--- src/rtl/wdg_pkg.sv ---
package wdg_pkg;

  localparam logic [15:0] KEY_OPEN   = 16'hA5C6;
  localparam logic [15:0] KEY_COMMIT = 16'hDA7E;

  typedef enum logic [1:0] {
    WS_IDLE   = 2'd0,
    WS_PRE    = 2'd1,
    WS_ACTIVE = 2'd2,
    WS_FIRED  = 2'd3
  } wdg_state_e;

  localparam logic [2:0] RA_CTRL   = 3'd0;
  localparam logic [2:0] RA_CNT_LO = 3'd1;
  localparam logic [2:0] RA_CNT_HI = 3'd2;
  localparam logic [2:0] RA_PER_LO = 3'd3;
  localparam logic [2:0] RA_PER_HI = 3'd4;

  function automatic logic key_known(input logic [15:0] k);
    return (k == KEY_OPEN) || (k == KEY_COMMIT);
  endfunction

endpackage

--- src/rtl/wdg_key_fsm.sv ---
module wdg_key_fsm
  import wdg_pkg::*;
(
  input  logic        clk,
  input  logic        rst_n,
  input  logic        ctrl_wr,
  input  logic [15:0] key,
  input  logic        ena,
  input  logic        timeout,
  output wdg_state_e  state_o,
  output logic        svc_clr,
  output logic        bite
);

  wdg_state_e state_q, state_d;
  logic       half_q, half_d;

  always_comb begin
    state_d = state_q;
    half_d  = half_q;
    svc_clr = 1'b0;
    bite    = 1'b0;
    unique case (state_q)
      WS_IDLE: begin
        if (ctrl_wr && ena && key == KEY_OPEN) state_d = WS_PRE;
        half_d = 1'b0;
      end
      WS_PRE: begin
        if (ctrl_wr) state_d = (ena && key == KEY_COMMIT) ? WS_ACTIVE : WS_IDLE;
        half_d = 1'b0;
      end
      WS_ACTIVE: begin
        if (timeout || (ctrl_wr && !key_known(key))) begin
          bite    = 1'b1;
          state_d = WS_FIRED;
        end else if (ctrl_wr) begin
          if (key == KEY_OPEN) begin
            half_d = 1'b1;
          end else if (half_q) begin
            svc_clr = 1'b1;
            half_d  = 1'b0;
          end
        end
      end
      default: state_d = WS_FIRED;
    endcase
  end

  always_ff @(posedge clk or negedge rst_n) begin
    if (!rst_n) begin
      state_q <= WS_IDLE;
      half_q  <= 1'b0;
    end else begin
      state_q <= state_d;
      half_q  <= half_d;
    end
  end

  assign state_o = state_q;

endmodule

--- src/rtl/wdg_counter.sv ---
module wdg_counter #(
  parameter int REG_W = 32
) (
  input  logic               clk,
  input  logic               rst_n,
  input  logic               run,
  input  logic               clr,
  input  logic               wr_cnt_lo,
  input  logic               wr_cnt_hi,
  input  logic               wr_per_lo,
  input  logic               wr_per_hi,
  input  logic [REG_W-1:0]   wdata,
  output logic [2*REG_W-1:0] cnt_o,
  output logic [2*REG_W-1:0] per_o,
  output logic               hit
);

  localparam int CW = 2 * REG_W;

  logic [CW-1:0] cnt_q, cnt_d, per_q, per_d;

  function automatic logic [CW-1:0] count_next(input logic [CW-1:0] cur,
                                               input logic run_i,
                                               input logic clr_i);
    if (clr_i)      return '0;
    else if (run_i) return cur + CW'(1);
    else            return cur;
  endfunction

  always_comb begin
    cnt_d = count_next(cnt_q, run, clr);
    per_d = per_q;
    if (wr_cnt_lo) cnt_d[REG_W-1:0]  = wdata;
    if (wr_cnt_hi) cnt_d[CW-1:REG_W] = wdata;
    if (wr_per_lo) per_d[REG_W-1:0]  = wdata;
    if (wr_per_hi) per_d[CW-1:REG_W] = wdata;
  end

  always_ff @(posedge clk or negedge rst_n) begin
    if (!rst_n) begin
      cnt_q <= '0;
      per_q <= '0;
    end else begin
      cnt_q <= cnt_d;
      per_q <= per_d;
    end
  end

  assign cnt_o = cnt_q;
  assign per_o = per_q;
  assign hit   = (cnt_q == per_q);

endmodule

--- src/rtl/wdg_pulse.sv ---
module wdg_pulse #(
  parameter int PULSE_LEN = 16
) (
  input  logic clk,
  input  logic rst_n,
  input  logic fire,
  output logic pulse
);

  localparam int LW = $clog2(PULSE_LEN + 1);

  logic [LW-1:0] left_q;
  logic          pulse_q;

  always_ff @(posedge clk or negedge rst_n) begin
    if (!rst_n) begin
      left_q  <= '0;
      pulse_q <= 1'b0;
    end else if (fire) begin
      left_q  <= LW'(PULSE_LEN - 1);
      pulse_q <= 1'b1;
    end else if (left_q != '0) begin
      left_q  <= left_q - LW'(1);
      pulse_q <= 1'b1;
    end else begin
      pulse_q <= 1'b0;
    end
  end

  assign pulse = pulse_q;

endmodule

--- src/rtl/wdg_reset_timer.sv ---
module wdg_reset_timer
  import wdg_pkg::*;
#(
  parameter int REG_W     = 32,
  parameter int PULSE_LEN = 16
) (
  input  logic             clk,
  input  logic             rst_n,
  input  logic             wr_en,
  input  logic [2:0]       addr,
  input  logic [REG_W-1:0] wdata,
  output logic [REG_W-1:0] rdata,
  output logic             rst_req
);

  localparam int CW      = 2 * REG_W;
  localparam int KEY_LSB = REG_W - 16;
  localparam int ENA_BIT = 14;

  wdg_state_e    state;
  logic          ctrl_wr, wr_allow, svc_clr, bite, hit;
  logic          wr_cnt_lo, wr_cnt_hi, wr_per_lo, wr_per_hi, cnt_wr_any;
  logic [15:0]   wkey;
  logic [CW-1:0] cnt, per;

  assign ctrl_wr    = wr_en && (addr == RA_CTRL);
  assign wkey       = wdata[REG_W-1:KEY_LSB];
  assign wr_allow   = (state == WS_IDLE) || (state == WS_PRE);
  assign wr_cnt_lo  = wr_en && wr_allow && (addr == RA_CNT_LO);
  assign wr_cnt_hi  = wr_en && wr_allow && (addr == RA_CNT_HI);
  assign wr_per_lo  = wr_en && wr_allow && (addr == RA_PER_LO);
  assign wr_per_hi  = wr_en && wr_allow && (addr == RA_PER_HI);
  assign cnt_wr_any = wr_cnt_lo || wr_cnt_hi;

  wdg_key_fsm u_fsm (
    .clk     (clk),
    .rst_n   (rst_n),
    .ctrl_wr (ctrl_wr),
    .key     (wkey),
    .ena     (wdata[ENA_BIT]),
    .timeout (hit),
    .state_o (state),
    .svc_clr (svc_clr),
    .bite    (bite)
  );

  wdg_counter #(.REG_W(REG_W)) u_cnt (
    .clk       (clk),
    .rst_n     (rst_n),
    .run       (state == WS_ACTIVE),
    .clr       (svc_clr),
    .wr_cnt_lo (wr_cnt_lo),
    .wr_cnt_hi (wr_cnt_hi),
    .wr_per_lo (wr_per_lo),
    .wr_per_hi (wr_per_hi),
    .wdata     (wdata),
    .cnt_o     (cnt),
    .per_o     (per),
    .hit       (hit)
  );

  wdg_pulse #(.PULSE_LEN(PULSE_LEN)) u_pulse (
    .clk   (clk),
    .rst_n (rst_n),
    .fire  (bite),
    .pulse (rst_req)
  );

  function automatic logic [REG_W-1:0] ctrl_view(input wdg_state_e s);
    logic [REG_W-1:0] v;
    v          = '0;
    v[1:0]     = s;
    v[ENA_BIT] = (s == WS_ACTIVE) || (s == WS_FIRED);
    return v;
  endfunction

  always_comb begin
    unique case (addr)
      RA_CTRL:   rdata = ctrl_view(state);
      RA_CNT_LO: rdata = cnt[REG_W-1:0];
      RA_CNT_HI: rdata = cnt[CW-1:REG_W];
      RA_PER_LO: rdata = per[REG_W-1:0];
      RA_PER_HI: rdata = per[CW-1:REG_W];
      default:   rdata = '0;
    endcase
  end

endmodule

--- config.mk ---
export PLATFORM = sky130hd
export DESIGN_NAME = wdg_reset_timer
export DESIGN_NICKNAME = d
export VERILOG_FILES = /design/src/rtl/wdg_pkg.sv /design/src/rtl/wdg_key_fsm.sv /design/src/rtl/wdg_counter.sv /design/src/rtl/wdg_pulse.sv /design/src/rtl/wdg_reset_timer.sv
export SDC_FILE = /design/constraint.sdc
export NUM_CORES = 1
export LEC_CHECK = 0
export ABC_AREA = 1
export BUFFER_PORTS_ARGS = -buffer_cell sky130_fd_sc_hd__clkbuf_2
export CAP_MARGIN = 0
export CORE_MARGIN = 2
export CORE_UTILIZATION = 50
export CTS_CLUSTER_SIZE = 24
export DETAILED_ROUTE_END_ITERATION = 6
export PLACE_DENSITY = 0.79
export SLEW_MARGIN = 25
export SYNTH_ARGS = -nofsm -noshare
export SYNTH_HDL_FRONTEND = slang
export SYNTH_SLANG_ARGS = --single-unit
--- constraint.sdc ---
create_clock -name clk -period 2.7 [get_ports clk]
set_input_delay 0 -clock clk [delete_from_list [all_inputs] [get_ports clk]]
set_output_delay 0 -clock clk [all_outputs]
set_load 0.03 [all_outputs]
# --- After elaboration in Yosys (flattened, before gate mapping) ---
# Index checks and enable logic that the tools add are counted.
classes:
  addsub: 2
  n_mux: 25
  n_reduce_logical: 25
  eq_ne: 15
ops:
  columns: ["operator", "count"]
  rows:
  - ["32-bit one-hot mux with 5 select lines", 1]
  - ["64-bit 2-to-1 mux", 2]
  - ["64-bit by 1-bit adder with 64-bit output (second input constant)", 1]
  - ["64-bit equality test", 1]
  - ["32-bit 2-to-1 mux", 2]
  - ["16-bit equality test (second input constant)", 2]
  - ["1-bit 2-to-1 mux", 12]
  - ["1-bit logical AND", 10]
  - ["5-bit 2-to-1 mux", 2]
  - ["2-bit 2-to-1 mux", 4]
  - ["3-bit by 2-bit equality test with 1-bit output (second input constant)", 2]
  - ["2-bit != test (second input constant)", 3]
  - ["2-bit one-hot mux with 3 select lines", 1]
  - ["3-bit AND reduction", 2]
  - ["3-bit nonzero test", 2]
  - ["5-bit nonzero test", 1]
  - ["5-bit by 1-bit subtractor with 5-bit output (second input constant)", 1]
  - ["2-bit equality test (second input constant)", 2]
  - ["1-bit logical OR", 4]
  - ["2-bit by 1-bit != test with 1-bit output (second input constant)", 2]
  - ["2-bit nonzero test", 2]
  - ["3-bit by 1-bit equality test with 1-bit output (second input constant)", 1]
  - ["3-bit equality test (second input constant)", 1]
  - ["3-bit logical NOT", 1]
  - ["5 further kinds", 5]
word_totals:
  reg_bits: 137
  out_inout_bits: 33
  inputBits: 38

# --- Depth between registers and ports, before layout ---
# Gate-level depths: netlist of the first run.
logic_depth:
  depth_word: 9
  mapped_depth: 16

# --- Modules after synthesis ---
# A second synthesis of the first run with hierarchy kept.
hier_totals:
  hier_cells: 1523
  hier_area_um2: 10232.3
modules_own_cells:
  columns: ["module", "area_per_inst_um2", "n_inst", "cells_each"]
  rows:
  - ["wdg_counter", 8227.9, 1, 1189]
  - ["wdg_reset_timer", 1330.0, 1, 226]
  - ["wdg_key_fsm", 387.9, 1, 74]
  - ["wdg_pulse", 286.5, 1, 34]

# --- Worst setup path after synthesis of the first run ---
# No wires, ideal clock.
synth_path:
  path_kind: "flip-flop to flip-flop"
  startpoint: "register u_cnt.cnt_q[0] (netlist: u_cnt.cnt_o[0])"
  endpoint: "register u_cnt.cnt_q[54] (netlist: u_cnt.cnt_o[54])"
  synth_period_minus_slack_ps: 1967
  stages_incl_launch_ff: 10
  arrival_ps: 1890
  required_time_ps: 2623
  slack_ps: 733
  cell_sequence: "dfrtp_1 > ha_1 > nand3_1 > nor2_1 > nand2_2 > nor3_1 > nand3_1 > xor2_1 > nand3_1 > a21oi_1"
synth_via:
  elab_chain_cells: 6
  word_cells_on_any_way: 9
synth_rtl:
  columns: ["item", "line", "rtl"]
  rows:
  - ["start, declared", "wdg_counter.sv:20", "logic [CW-1:0] cnt_q, cnt_d, per_q, per_d;"]
  - ["start signal, assigned", "wdg_counter.sv:44", "cnt_q <= cnt_d;"]
  - ["branches (longest 6 deep; another with 64-bit by 1-bit adder with 64-bit output)", null, null]
# Parallel ways; which one is timed is not known. The select of a mux whose other input is x is not followed.
# A chain may end at the register's enable or synchronous reset.

# --- Final worst setup path of the first run ---
layout_path:
  startpoint: "register u_cnt.cnt_q[27] (netlist: u_cnt.cnt_o[27])"
  endpoint: "register u_cnt.cnt_q[48] (netlist: u_cnt.cnt_o[48])"
# The elaborated chain is that of the path after synthesis.

==> reports/metrics.cfg, run 1 <==
[synthesis]
syn-cell-area_um2 = 10200
synth.most_common_cell = nand2_1
ys_seq_elements = 137
ys_top_cells_by_area = dfrtp_1, nand2_1, inv_1, nor2_1, o21ai_0
ys_async_sr_fraction_pct = 100
synthAdderAreaFrac_pct = 0.367
synth_nets = 1643
yosys.area.top_type_share_pct = 33.5
ys.flop_type = dfrtp_1
synthXorXnorAreaFrac_pct = 4.62
synth_simple_gate_area_share_pct = 37.5
avgSynthCellArea_um2 = 6.39
yosys.area.top_type = dfrtp_1
synth_warnings = 0
synth_top_family_by_area = simple AND/OR/NAND/NOR gates
synth_compound_area_share_pct = 12.1
synthMuxAreaShare_pct = 0
synth_edf_count = 0
netlist_instances = 1602
synth.distinct_cells = 46
synth_common_cells = nand2_1, inv_1, nor2_1
ys_seq_area_share_pct = 33.5

[setup_path]
cp-start-kind = flop
path_common_cell = nand2_1
cp_num_buf_inv = 2
reg2reg_depth = 13
critPathMaxStageDelay_ns = 0.48
critPathSlowestCell = dfrtp_1
crit_cells = 13
crit_required_ns = 3.05
r2r_end = u_cnt.cnt_o[48]
cp_max_fo = 34
r2r_slack_ns = 0.28
critPathKind = reg -> reg
cp_cell_sequence = inv_1 > nand2_1 > nand2_1 > nor2_1 > nand2_1 > nor2_1 > nand2_1 > nor2_1 > nand2_1 > nand4_4 > buf_12 > nand3_1 > a21oi_1
reg2reg_from = u_cnt.cnt_o[27]
worstSetupStartpoint = u_cnt.cnt_o[27]
crit_family = simple AND/OR/NAND/NOR gates
worstPathArrival_ns = 2.77
endpoint = u_cnt.cnt_o[48]
cp-end-kind = flop

[clock_network]
path_clk_slew_ns = 0.07
clock_path_buffers = 2
cts_tree = done
cts-root-buf = clkbuf_16
numCtsBuffers = 17
clkLatencyLatePin_ns = 0.43
clock-sinks = 137
h-tree-depth = 4

[placement]
io_buffers = 70
place_hpwl_um = 29400
place.gp.congestion = 1.06
placed_area_um2 = 11000

[die]
die_h_um = 147
die_w_um = 147
die-area_um2 = 21600
core-area_um2 = 20200
fp-row-count = 52
initial_core_util_pct = 50.7
ioPinCount = 71

[min_path]
hold_path.class = in -> async

[routing]
via_per_inst = 5.79
m1WireLength_um = 16800
firstDrtPassIters = 6
drtIter0Drc = 1503
routedWlPerCell_um = 20.5
drc = 0
top_layer = met4
dr_wl_met3_um = 4380
wl_um = 40400
wl_met2_um = 17300
detail-route-antenna-nets = 0
num_vias = 11400

[finish]
nNetsFinal = 1730
antennaDiodeCount = 0
drive_gt1_share_pct = 10.6
design_area_um2 = 11900
synthToLayoutAreaGrowth_pct = 16.3

[sta]
rsz0062_at_grt = no
setup_tns_ns = 0
slew-limit-headroom_pct = 44.1
clock-skew-final_ns = 0.0124
worstMarginPinSlew_ns = 0.837
max_freq_ghz = 0.414
period_needed_ns = 2.42
slew_violations = 0
period_share_pct = 89.5
setup_viol = 0
hold_viol_final = 0

[flow_run]
cap_violations = 0

[power_and_ir_drop]
powerDensity_nw_per_um2 = 417
vdd_drop_max_mv = 0.408
p_leak_uw = 0.00596

[global_route]
antenna_found_initial = 0
grt_pass1_vias = 10700
grt_start_max_net_pins = 76
grt-ovfl-total = 0
grt_first_pass_wirelength_um = 61900
track_usage_pct = 37.6

[run_status]
outcome = completed

worst reg2reg max path: cells and delay by family, from the launching register on:
| family | cells | cell delay (ns) |
|---|---|---|
| and+or+nand+nor | 10 | 1.30 |
| DFF | 1 | 0.48 |
| buffers and inverters | 2 | 0.38 |
| AOI/OAI and AO/OA | 1 | 0.19 |
cell type report:
class / instances / area, µm²
Fill cell: 1962 / 8280
Multi-Input combinational cell: 1163 / 5610
Sequential cell: 137 / 3430
Timing Repair Buffer: 145 / 1080
Inverter: 225 / 845
Clock buffer: 18 / 429
Tap cell: 270 / 338
Clock inverter: 14 / 160
power breakdown:
| part | total (µW) | switching, µW | internal [µW] |
|---|---|---|---|
| combinational | 398 | 268 | 130 |
| clock | 2440 | 1060 | 1380 |
| sequential | 2120 | 41.4 | 2080 |
| total | 4960 | 1370 | 3590 |
registers in the layout, indices dropped and copies added, names as in the netlist:
signal / flops
u_fsm.state_o: 2
u_pulse.pulse: 1
u_fsm.half_q: 1
u_pulse.left_q: 5
u_cnt.cnt_o: 64
u_cnt.per_o: 64
stage by stage:
step	power [µW]	worst slack, ns	hold slack, ns	utilization, %	std cells
floorplan	2310	0.733	-0.296	-	1602
global placement	2500	0.205	0.0793	54.3	1906
detailed placement	2510	0.0894	0.0808	54.3	1906
CTS	4940	0.0899	0.193	58.9	1972
global route	5080	0.0698	0.227	59.0	1972
finish	4960	0.282	0.198	59.0	1972
worst min-delay path by stage:
stage,cells after the start,to
6_report,2,u_pulse.pulse
4_1_cts,2,u_pulse.left_q[1]
3_5_place_dp,1,u_pulse.left_q[1]
2_1_floorplan,0,u_cnt.cnt_o[0]
3_3_place_gp,1,u_pulse.left_q[1]
5_1_grt,5,u_fsm.state_o[0]
layer usage:
layer,up-vias,global-route usage (%)
met3,130,7.52
met1,5306,52.9
met4,0,15.8
met2,720,56.9
li1,5260,-
met5,-,0
cells in the final DEF, fill, tap and decap left out, types with 6 or more instances in the layout:
cell type / n
a221o_1: 21
dfrtp_1: 135
clkbuf_2: 69
xor2_1: 52
clkbuf_16: 17
o2111ai_1: 13
nor2_1: 164
nor3_1: 28
buf_12: 6
o22ai_1: 22
inv_6: 6
a21oi_1: 39
dlygate4sd3_1: 34
o21ai_0: 101
inv_1: 218
inv_2: 6
nand2_1: 532
nand4_1: 30
nand3_1: 100
nand3b_1: 10
buf_4: 35
kinds of logic after synthesis:
logic type	after synthesis
AOI/OAI and AO/OA	205
xor gates and xnor gates	54
adders and majority gates	3
buffers and inverters	302
DFF	137
and+or+nand+nor	901
what timing repair did:
item                                   in CTS  in global routing
hold buffers                               34                  0
gates resized for setup                     0                  4
setup endpoints to repair                   0                  4
buffers inserted                            0                  0
endpoints found under the hold margin     173                  0
Note: power is estimated with default switching activity, not from simulation.
==> run 2: changes to the inputs <==
Settings changed: CORE_UTILIZATION 50 to 59, PLACE_DENSITY 0.79 to 0.89.
==> reports/metrics.cfg, run 2 (synthesized netlist as in run 1, its figures left out) <==
[power_and_ir_drop]
p_leak_uw = 0.00599
powerDensity_nw_per_um2 = 429
vdd_drop_max_mv = 0.447

[global_route]
grt_start_max_net_pins = 72
grt-ovfl-total = 0
grt_first_pass_wirelength_um = 60800
grt_pass1_vias = 11200
track_usage_pct = 43.5
antenna_found_initial = 0

[routing]
drc = 1
num_vias = 11800
firstDrtPassIters = 7
drtIter0Drc = 1840
detail-route-antenna-nets = 0
via_per_inst = 6.14
wl_um = 39100
routedWlPerCell_um = 20.3

[die]
fp-row-count = 48
die_w_um = 136
die-area_um2 = 18400
die_h_um = 136
ioPinCount = 71
core-area_um2 = 17100
initial_core_util_pct = 59.8

[sta]
setup_tns_ns = 0
worstMarginPinSlew_ns = 0.835
max_freq_ghz = 0.389
hold_viol_final = 0
period_needed_ns = 2.57
slew_violations = 0
slew-limit-headroom_pct = 44.3
period_share_pct = 95.3
clock-skew-final_ns = 0.0135
rsz0062_at_grt = no
setup_viol = 0

[setup_path]
worstPathArrival_ns = 2.93
critPathKind = reg -> reg
reg2reg_depth = 10
cp-start-kind = flop
cp_max_fo = 5
reg2reg_from = u_cnt.cnt_o[0]
worstSetupStartpoint = u_cnt.cnt_o[0]
cp-end-kind = flop
crit_required_ns = 3.06

[placement]
io_buffers = 70
place.gp.congestion = 1.07
place_hpwl_um = 28000

[finish]
final_cell_mix = nand2_1, inv_1, nor2_1
drive_gt1_share_pct = 10.7
final_common_cell = nand2_1
utilization_pct = 69.4
antennaDiodeCount = 0
synthToLayoutAreaGrowth_pct = 16.1
nNetsFinal = 1733

[clock_network]
path_clk_slew_ns = 0.06
cts-root-buf = clkbuf_16
numCtsBuffers = 17
clock_path_buffers = 2
clkLatencyLatePin_ns = 0.44
cts_setup_buffers = 0
clock-sinks = 137
cts_tree = done
h-tree-depth = 4

[min_path]
hold_path.class = in -> async

[run_status]
outcome = finished, violations left
violations = design-rule violations

[flow_run]
cap_violations = 0

==> run 2: cell types whose count changed in the layout (fill, tap and decap cells not counted) <==
| cell | change |
|---|---|
| buf_12 | -1 |
| dfrtp_1 | +1 |
| clkbuf_1 | -1 |
| inv_6 | -3 |
| bufinv_16 | +2 |
| clkinvlp_4 | -2 |
| buf_4 | +4 |
| clkinv_2 | +2 |
| clkinv_4 | +1 |
| dfrtp_2 | -1 |
==> run 2: worst paths after layout <==
kind	endpoint	slack, ns
worst max-delay path	u_cnt.cnt_o[62]	0.13
worst min-delay path	u_pulse.left_q[0]	0.16
worst max register to register	u_cnt.cnt_o[62]	0.13
worst min register to register	u_cnt.per_o[35]	0.52
max in group asynchronous	u_cnt.per_o[29]	1.75
min in group clk	u_fsm.state_o[1]	0.20
==> run 2: critical path, cell delays in order (launching register included) <==
cell	delay, ns
dfrtp_1	0.48
ha_2	0.33
nand3_1	0.18
nor2_2	0.23
nand2_2	0.21
nor2_1	0.27
nand2_1	0.18
nor2_1	0.20
xor2_1	0.17
nand3_1	0.09
a21oi_1	0.16
==> run 2: timing repair <==
action	in CTS	in global routing
hold buffers	34	0
endpoints found under the hold margin	174	0
setup endpoints to repair	1	5
gates resized for setup	1	2
pin swaps	0	0
==> run 2: power breakdown <==
| group | internal [µW] | switching, µW | leakage [µW] |
|---|---|---|---|
| registers | 2080 | 40.1 | 0.00187 |
| clock network | 1550 | 1020 | 0.000300 |
| logic | 132 | 272 | 0.00382 |
| total | 3760 | 1330 | 0.00599 |
==> run 2: final cells by class <==
class	count	area (µm²)
fillers	1437	5240
flip-flops and latches	137	3430
inverters	225	845
repair buffers	148	1090
well taps	225	282
clock inverters	14	198
multi-input cells	1163	5610
clock buffers	17	425
==> run 2: routing by layer <==
metal	vias to the layer above	wire length, µm	track usage, %
met5	-	0	0
met4	0	2300	21.4
met3	208	4970	10.6
met2	894	16800	65.6
met1	5471	15000	58.5
li1	5268	-	-
==> run 2: per-stage QoR <==
stage | total power (µW) | std cells | hold slack, ns | setup slack (ns) | instance area [µm²]
finish | 5090 | 1929 | 0.158 | 0.127 | 11900
global placement | 2490 | 1864 | 0.0702 | 0.0290 | 10900
detailed placement | 2500 | 1864 | 0.0766 | 0.0104 | 10900
CTS | 5050 | 1929 | 0.184 | 0.0929 | 11900
global route | 5190 | 1929 | 0.228 | 0.0419 | 11900
floorplan | 2310 | 1602 | -0.296 | 0.733 | 10200
